[config.mk]
export PLATFORM = sky130hd
export DESIGN_NAME = cmd_seq_detect
export DESIGN_NICKNAME = d
export VERILOG_FILES = /design/src/rtl/cmd_seq_pkg.sv /design/src/rtl/cmd_seq_match.sv /design/src/rtl/cmd_seq_ctrl.sv /design/src/rtl/cmd_seq_detect.sv
export SDC_FILE = /design/constraint.sdc
export NUM_CORES = 1
export LEC_CHECK = 0
export ABC_AREA = 1
export ABC_CLOCK_PERIOD_IN_PS = 1200
export BUFFER_PORTS_ARGS = -buffer_cell sky130_fd_sc_hd__clkbuf_2
export CAP_MARGIN = 30
export CORE_MARGIN = 2
export CORE_UTILIZATION = 35
export CTS_BUF_LIST = sky130_fd_sc_hd__clkbuf_16
export CTS_CLUSTER_DIAMETER = 40
export CTS_CLUSTER_SIZE = 10
export DETAILED_ROUTE_END_ITERATION = 7
export GPL_TIMING_DRIVEN = 0
export HOLD_SLACK_MARGIN = 0.1
export PLACE_DENSITY_LB_ADDON = 0.1
export SYNTH_ARGS = -nofsm -noshare
export SYNTH_HDL_FRONTEND = slang
export SYNTH_SLANG_ARGS = --single-unit
export TNS_END_PERCENT = 1
[constraint.sdc]
create_clock -name clk -period 1.2 [get_ports clk]
set_input_delay 0.12 -clock clk [delete_from_list [all_inputs] [get_ports clk]]
set_output_delay 0.12 -clock clk [all_outputs]
set_load 0.005 [all_outputs]
[src/rtl/cmd_seq_pkg.sv]
package cmd_seq_pkg;
  localparam int KEY_W      = 16;
  localparam int PREFIX_LEN = 5;
  localparam int STEP_W     = $clog2(PREFIX_LEN + 1);

  localparam logic [KEY_W-1:0] STORE_KEY  = 16'h8FC0;
  localparam logic [KEY_W-1:0] RECALL_KEY = 16'h4C63;

  // Ordered prefix keys; order is behaviour.
  function automatic logic [KEY_W-1:0] prefixKey(input int idx);
    case (idx)
      0:       return 16'h4E38;
      1:       return 16'hB1C7;
      2:       return 16'h83E0;
      3:       return 16'h7C1F;
      default: return 16'h703F;
    endcase
  endfunction

  typedef struct packed {
    logic store;
    logic recall;
  } cmdStrobe_t;
endpackage

[src/rtl/cmd_seq_match.sv]
module cmd_seq_match
  import cmd_seq_pkg::*;
#(
  parameter int ADDR_W = 20
) (
  input  logic                  clk,
  input  logic                  rstN,
  input  logic [ADDR_W-1:0]     accAddr,
  input  cmdStrobe_t            cmdStrobe,
  output logic [PREFIX_LEN-1:0] prefixHit,
  output logic                  storeHit,
  output logic                  recallHit,
  output logic                  storeCmd,
  output logic                  recallCmd
);
  logic [KEY_W-1:0] addrLo;
  assign addrLo = accAddr[KEY_W-1:0];

  for (genvar k = 0; k < PREFIX_LEN; k++) begin : g_prefix
    assign prefixHit[k] = (addrLo == prefixKey(k));
  end

  assign storeHit  = (addrLo == STORE_KEY);
  assign recallHit = (addrLo == RECALL_KEY);

  always_ff @(posedge clk) begin
    if (!rstN) begin
      storeCmd  <= 1'b0;
      recallCmd <= 1'b0;
    end else begin
      storeCmd  <= cmdStrobe.store;
      recallCmd <= cmdStrobe.recall;
    end
  end

  initial begin
    addr_width_chk: assert (ADDR_W >= KEY_W);
  end


  no_dual_cmd_chk: assert property (@(posedge clk) disable iff (!rstN)
    !(storeCmd && recallCmd));

  store_pulse_chk: assert property (@(posedge clk) disable iff (!rstN)
    storeCmd |=> !storeCmd);

  recall_pulse_chk: assert property (@(posedge clk) disable iff (!rstN)
    recallCmd |=> !recallCmd);

  store_key_chk: assert property (@(posedge clk) disable iff (!rstN)
    !storeHit |=> !storeCmd);

  recall_key_chk: assert property (@(posedge clk) disable iff (!rstN)
    !recallHit |=> !recallCmd);
endmodule

[src/rtl/cmd_seq_ctrl.sv]
module cmd_seq_ctrl
  import cmd_seq_pkg::*;
(
  input  logic                  clk,
  input  logic                  rstN,
  input  logic                  accValid,
  input  logic                  accWrite,
  input  logic                  seqBusy,
  input  logic [PREFIX_LEN-1:0] prefixHit,
  input  logic                  storeHit,
  input  logic                  recallHit,
  output cmdStrobe_t            cmdStrobe
);
  logic [STEP_W-1:0] stepQ, stepD;
  logic              readAcc;
  logic              expectHit;
  logic [STEP_W-1:0] restartStep;

  assign readAcc     = accValid && !accWrite;
  assign restartStep = prefixHit[0] ? STEP_W'(1) : '0;
  assign expectHit   = (stepQ < STEP_W'(PREFIX_LEN)) ?
                       prefixHit[stepQ[$clog2(PREFIX_LEN)-1:0]] : 1'b0;

  always_comb begin
    stepD     = stepQ;
    cmdStrobe = '0;
    if (seqBusy) begin
      stepD = '0;
    end else if (accValid && accWrite) begin
      stepD = '0;
    end else if (readAcc) begin
      if (stepQ == STEP_W'(PREFIX_LEN)) begin
        if (storeHit) begin
          cmdStrobe.store = 1'b1;
          stepD = '0;
        end else if (recallHit) begin
          cmdStrobe.recall = 1'b1;
          stepD = '0;
        end else begin
          stepD = restartStep;
        end
      end else if (expectHit) begin
        stepD = stepQ + STEP_W'(1);
      end else begin
        stepD = restartStep;
      end
    end
  end

  always_ff @(posedge clk) begin
    if (!rstN) stepQ <= '0;
    else       stepQ <= stepD;
  end


  busy_idle_chk: assert property (@(posedge clk) disable iff (!rstN)
    seqBusy |=> (stepQ == '0));

  write_abort_chk: assert property (@(posedge clk) disable iff (!rstN)
    (accValid && accWrite) |=> (stepQ == '0));

  gap_hold_chk: assert property (@(posedge clk) disable iff (!rstN)
    (!accValid && !seqBusy) |=> $stable(stepQ));

  step_range_chk: assert property (@(posedge clk) disable iff (!rstN)
    stepQ <= STEP_W'(PREFIX_LEN));
endmodule

[src/rtl/cmd_seq_detect.sv]
module cmd_seq_detect
  import cmd_seq_pkg::*;
#(
  parameter int ADDR_W = 20
) (
  input  logic              clk,
  input  logic              rstN,
  input  logic              accValid,
  input  logic              accWrite,
  input  logic [ADDR_W-1:0] accAddr,
  input  logic              seqBusy,
  output logic              storeCmd,
  output logic              recallCmd
);
  cmdStrobe_t            cmdStrobe;
  logic [PREFIX_LEN-1:0] prefixHit;
  logic                  storeHit;
  logic                  recallHit;

  cmd_seq_ctrl u_ctrl (
    .clk       (clk),
    .rstN      (rstN),
    .accValid  (accValid),
    .accWrite  (accWrite),
    .seqBusy   (seqBusy),
    .prefixHit (prefixHit),
    .storeHit  (storeHit),
    .recallHit (recallHit),
    .cmdStrobe (cmdStrobe)
  );

  cmd_seq_match #(.ADDR_W(ADDR_W)) u_match (
    .clk       (clk),
    .rstN      (rstN),
    .accAddr   (accAddr),
    .cmdStrobe (cmdStrobe),
    .prefixHit (prefixHit),
    .storeHit  (storeHit),
    .recallHit (recallHit),
    .storeCmd  (storeCmd),
    .recallCmd (recallCmd)
  );


  busy_no_cmd_chk: assert property (@(posedge clk) disable iff (!rstN)
    seqBusy |=> !(storeCmd || recallCmd));

  write_no_cmd_chk: assert property (@(posedge clk) disable iff (!rstN)
    (accValid && accWrite) |=> !(storeCmd || recallCmd));

  idle_no_cmd_chk: assert property (@(posedge clk) disable iff (!rstN)
    !accValid |=> !(storeCmd || recallCmd));
endmodule

==> results.json <==
{
  "gr-total-overflow": 0,
  "power.leakage_nw": 0.405,
  "initial_core_util": 0.384,
  "place_area_sq_um": 731,
  "reg2reg_depth": 12,
  "worst_pin_slew_ps": 312,
  "fill_cells": 167,
  "fin_area_sq_um": 833,
  "synth_area_sq_um": 599,
  "place_inst": 141,
  "worst_setup_path_start_kind": "flop",
  "setup_ws_ps": -77.3,
  "cts_root_buf": "clkbuf_16",
  "cts.sinks": 5,
  "ir_drop_mv": 0.892,
  "arrival_ps": 1430,
  "syn-num-nets": 130,
  "initialDrtViolationCount": 16,
  "grt_pass1_vias": 652,
  "endpoint_kind": "flop",
  "antenna_found_initial": 0,
  "skew_ps": 1.51,
  "place_hpwl_mm": 1.21,
  "clk_pin_slew_ps": 30,
  "io_pins": 27,
  "slew_headroom": 0.789,
  "grt_pass1_wl_mm": 2.55,
  "die-width_um": 45.4,
  "postLayoutCoreUtil": 0.535,
  "die_area_sq_mm": 0.00206,
  "ys_ff_latch": 5,
  "violations": "setup timing",
  "multi_input_area_sq_um": 447,
  "max_freq_mhz": 783,
  "clk_latency_ps": 220,
  "ctsLongestPathBuffers": 2,
  "cp_max_fo": 4,
  "drv_cap": 0,
  "fin_cells": 146,
  "drcViolationCount": 0,
  "n_antenna_cell": 0,
  "cts_tree": "built",
  "rsz0062_at_grt": "yes",
  "status": "finished, violations left",
  "grt_max_degree": 7,
  "cts_buffers": 3,
  "grt_use_total": 0.165,
  "core_sq_mm": 0.00156,
  "viasPerCell": 4.92,
  "regArea_sq_um": 104,
  "p_total_uw": 837,
  "port_buffers": 22,
  "wl_mm": 1.46,
  "rows": 14,
  "min_period_over_period": 1.06,
  "powerDensity_mw_per_mm2": 1000,
  "drv_slew": 0,
  "hold_violations": 0,
  "wl_per_cell_um": 9.97,
  "nets": 158,
  "drive_above_1_share": 0.385,
  "yosys.cell_types.count": 23,
  "cts-htree-levels": 1,
  "ys_warn_count": 0,
  "min_path_type": "input pin to flop",
  "setup_viol": 3,
  "required_ps": 1350,
  "fin_crit_ps": 1280,
  "syn_inst": 103,
  "syn_to_final_growth_pct": 39.0,
  "avgSynthCellArea_sq_um": 5.82,
  "min_delay_path_depth": 4,
  "dp_slack_ps": -122,
  "critPathKind": "flop to flop",
  "die_h_um": 45.4,
  "postRouteAntennaNets": 0,
  "seq_area_frac_synth": 0.167,
  "gp_congestion": 0.866,
  "num_vias": 718,
  "drt-pass1-iter-count": 4
}
[per-stage QoR]
stage | TNS [ps] | hold WS, ps
floorplan | 0 | 262
global placement | -353 | 441
detailed placement | -346 | 442
CTS | -207 | 209
global route | -708 | 235
finish | -208 | 205
[critical path, stage by stage, from the launching register on]
cell,delay [ps]
dfxtp_4,370
inv_4,50
nor2_2,70
nand3_1,70
nor2_1,90
nand2_1,60
nand2_1,60
nand2_1,50
nand3_2,70
nand2_2,60
nand2_1,70
nand3_2,60
a21oi_2,120
[sequential cells by signal (all words and copies together), names as in the netlist]
| name | cells |
|---|---|
| u_match.storeCmd | 1 |
| u_match.recallCmd | 1 |
| u_ctrl.stepQ | 3 |
[path summary, 6_finish.rpt]
kind	start	to	slack (ps)
worst max-delay path	u_ctrl.stepQ[0]	u_ctrl.stepQ[0]	-80
worst min-delay path	seqBusy	u_match.storeCmd	200
worst max register to register	u_ctrl.stepQ[0]	u_ctrl.stepQ[0]	-80
worst min register to register	u_ctrl.stepQ[2]	u_match.storeCmd	610
[area by class of cell]
class,count,share of cell area
multi-input cells,81,0.536
repair buffers,23,0.141
clock inverters,1,0.00450
well taps,16,0.0240
clock buffers,3,0.0901
flip-flops and latches,5,0.125
inverters,17,0.0796
[metal layers]
layer	GRT usage	part of all wire	vias to the layer above
met1	0.229	0.49	311
met4	0.0353	0	0
met3	0.0357	0.054	0
met2	0.259	0.46	19
met5	0	0	-
li1	-	-	388
[cell families (layout without fill, tap and decap cells)]
kind of cell               after synthesis  count (layout)  share of synthesized area
adders and majority gates                2               2                     0.0417
AOI/OAI and AO/OA                        9               9                     0.0919
xor gates and xnor gates                 1               1                     0.0146
DFF                                      5               5                      0.167
and+or+nand+nor                         69              69                      0.578
buffers and inverters                   17              44                      0.106
[repair_timing]
| action | CTS | global route |
|---|---|---|
| hold buffers | 0 | 0 |
| setup buffers | 1 | 0 |
| gates resized for setup | 2 | 3 |
| endpoints found under the hold margin | 0 | 0 |
| pin swaps | 0 | 0 |
| endpoints found under the setup margin | 3 | 3 |
[cells in the mapped netlist]
cell | n | area [sq um]
a21boi_0 | 1 | 7.51
nor2_1 | 15 | 56.3
nand2_2 | 4 | 25.0
nand3b_1 | 1 | 7.51
nand3_2 | 1 | 10.0
nor3_1 | 2 | 10.0
nor2_4 | 2 | 22.5
or2_1 | 1 | 6.26
xor2_1 | 1 | 8.76
o21ai_0 | 4 | 20.0
a21oi_2 | 1 | 8.76
a21oi_1 | 2 | 10.0
nor2_2 | 5 | 31.3
inv_1 | 11 | 41.3
inv_2 | 6 | 22.5
o21ai_2 | 1 | 8.76
ha_1 | 2 | 25.0
nor4_1 | 1 | 6.26
dfxtp_1 | 5 | 100
nand3_1 | 12 | 60.1
nor4b_1 | 1 | 8.76
nand2_1 | 19 | 71.3
nand4_1 | 5 | 31.3
[power breakdown]
part           switching (mW)  internal [mW]  leakage, nW
registers             0.00582          0.170       0.0413
logic                  0.0783         0.0532        0.322
clock network          0.0994          0.431       0.0423
total                   0.184          0.654        0.405
[cells in the final DEF, fill, tap and decap left out]
master      n
nor2_2      6
inv_4       1
nand2_2     4
nor2_1     14
nand3_2     2
clkbuf_2   22
nand3b_1    1
dfxtp_1     4
nand4_1     5
nand2_1    19
or2_1       1
xor2_1      1
inv_1      12
dfxtp_4     1
nand3_1    11
inv_2       5
clkbuf_16   3
a21boi_0    1
nor2_4      2
a21oi_2     2
o21ai_0     4
nor4b_1     1
nor3_1      2
nor4_1      1
a21oi_1     1
ha_1        2
o21ai_2     1
buf_4       1
Note: power is estimated with default switching activity, not from simulation.
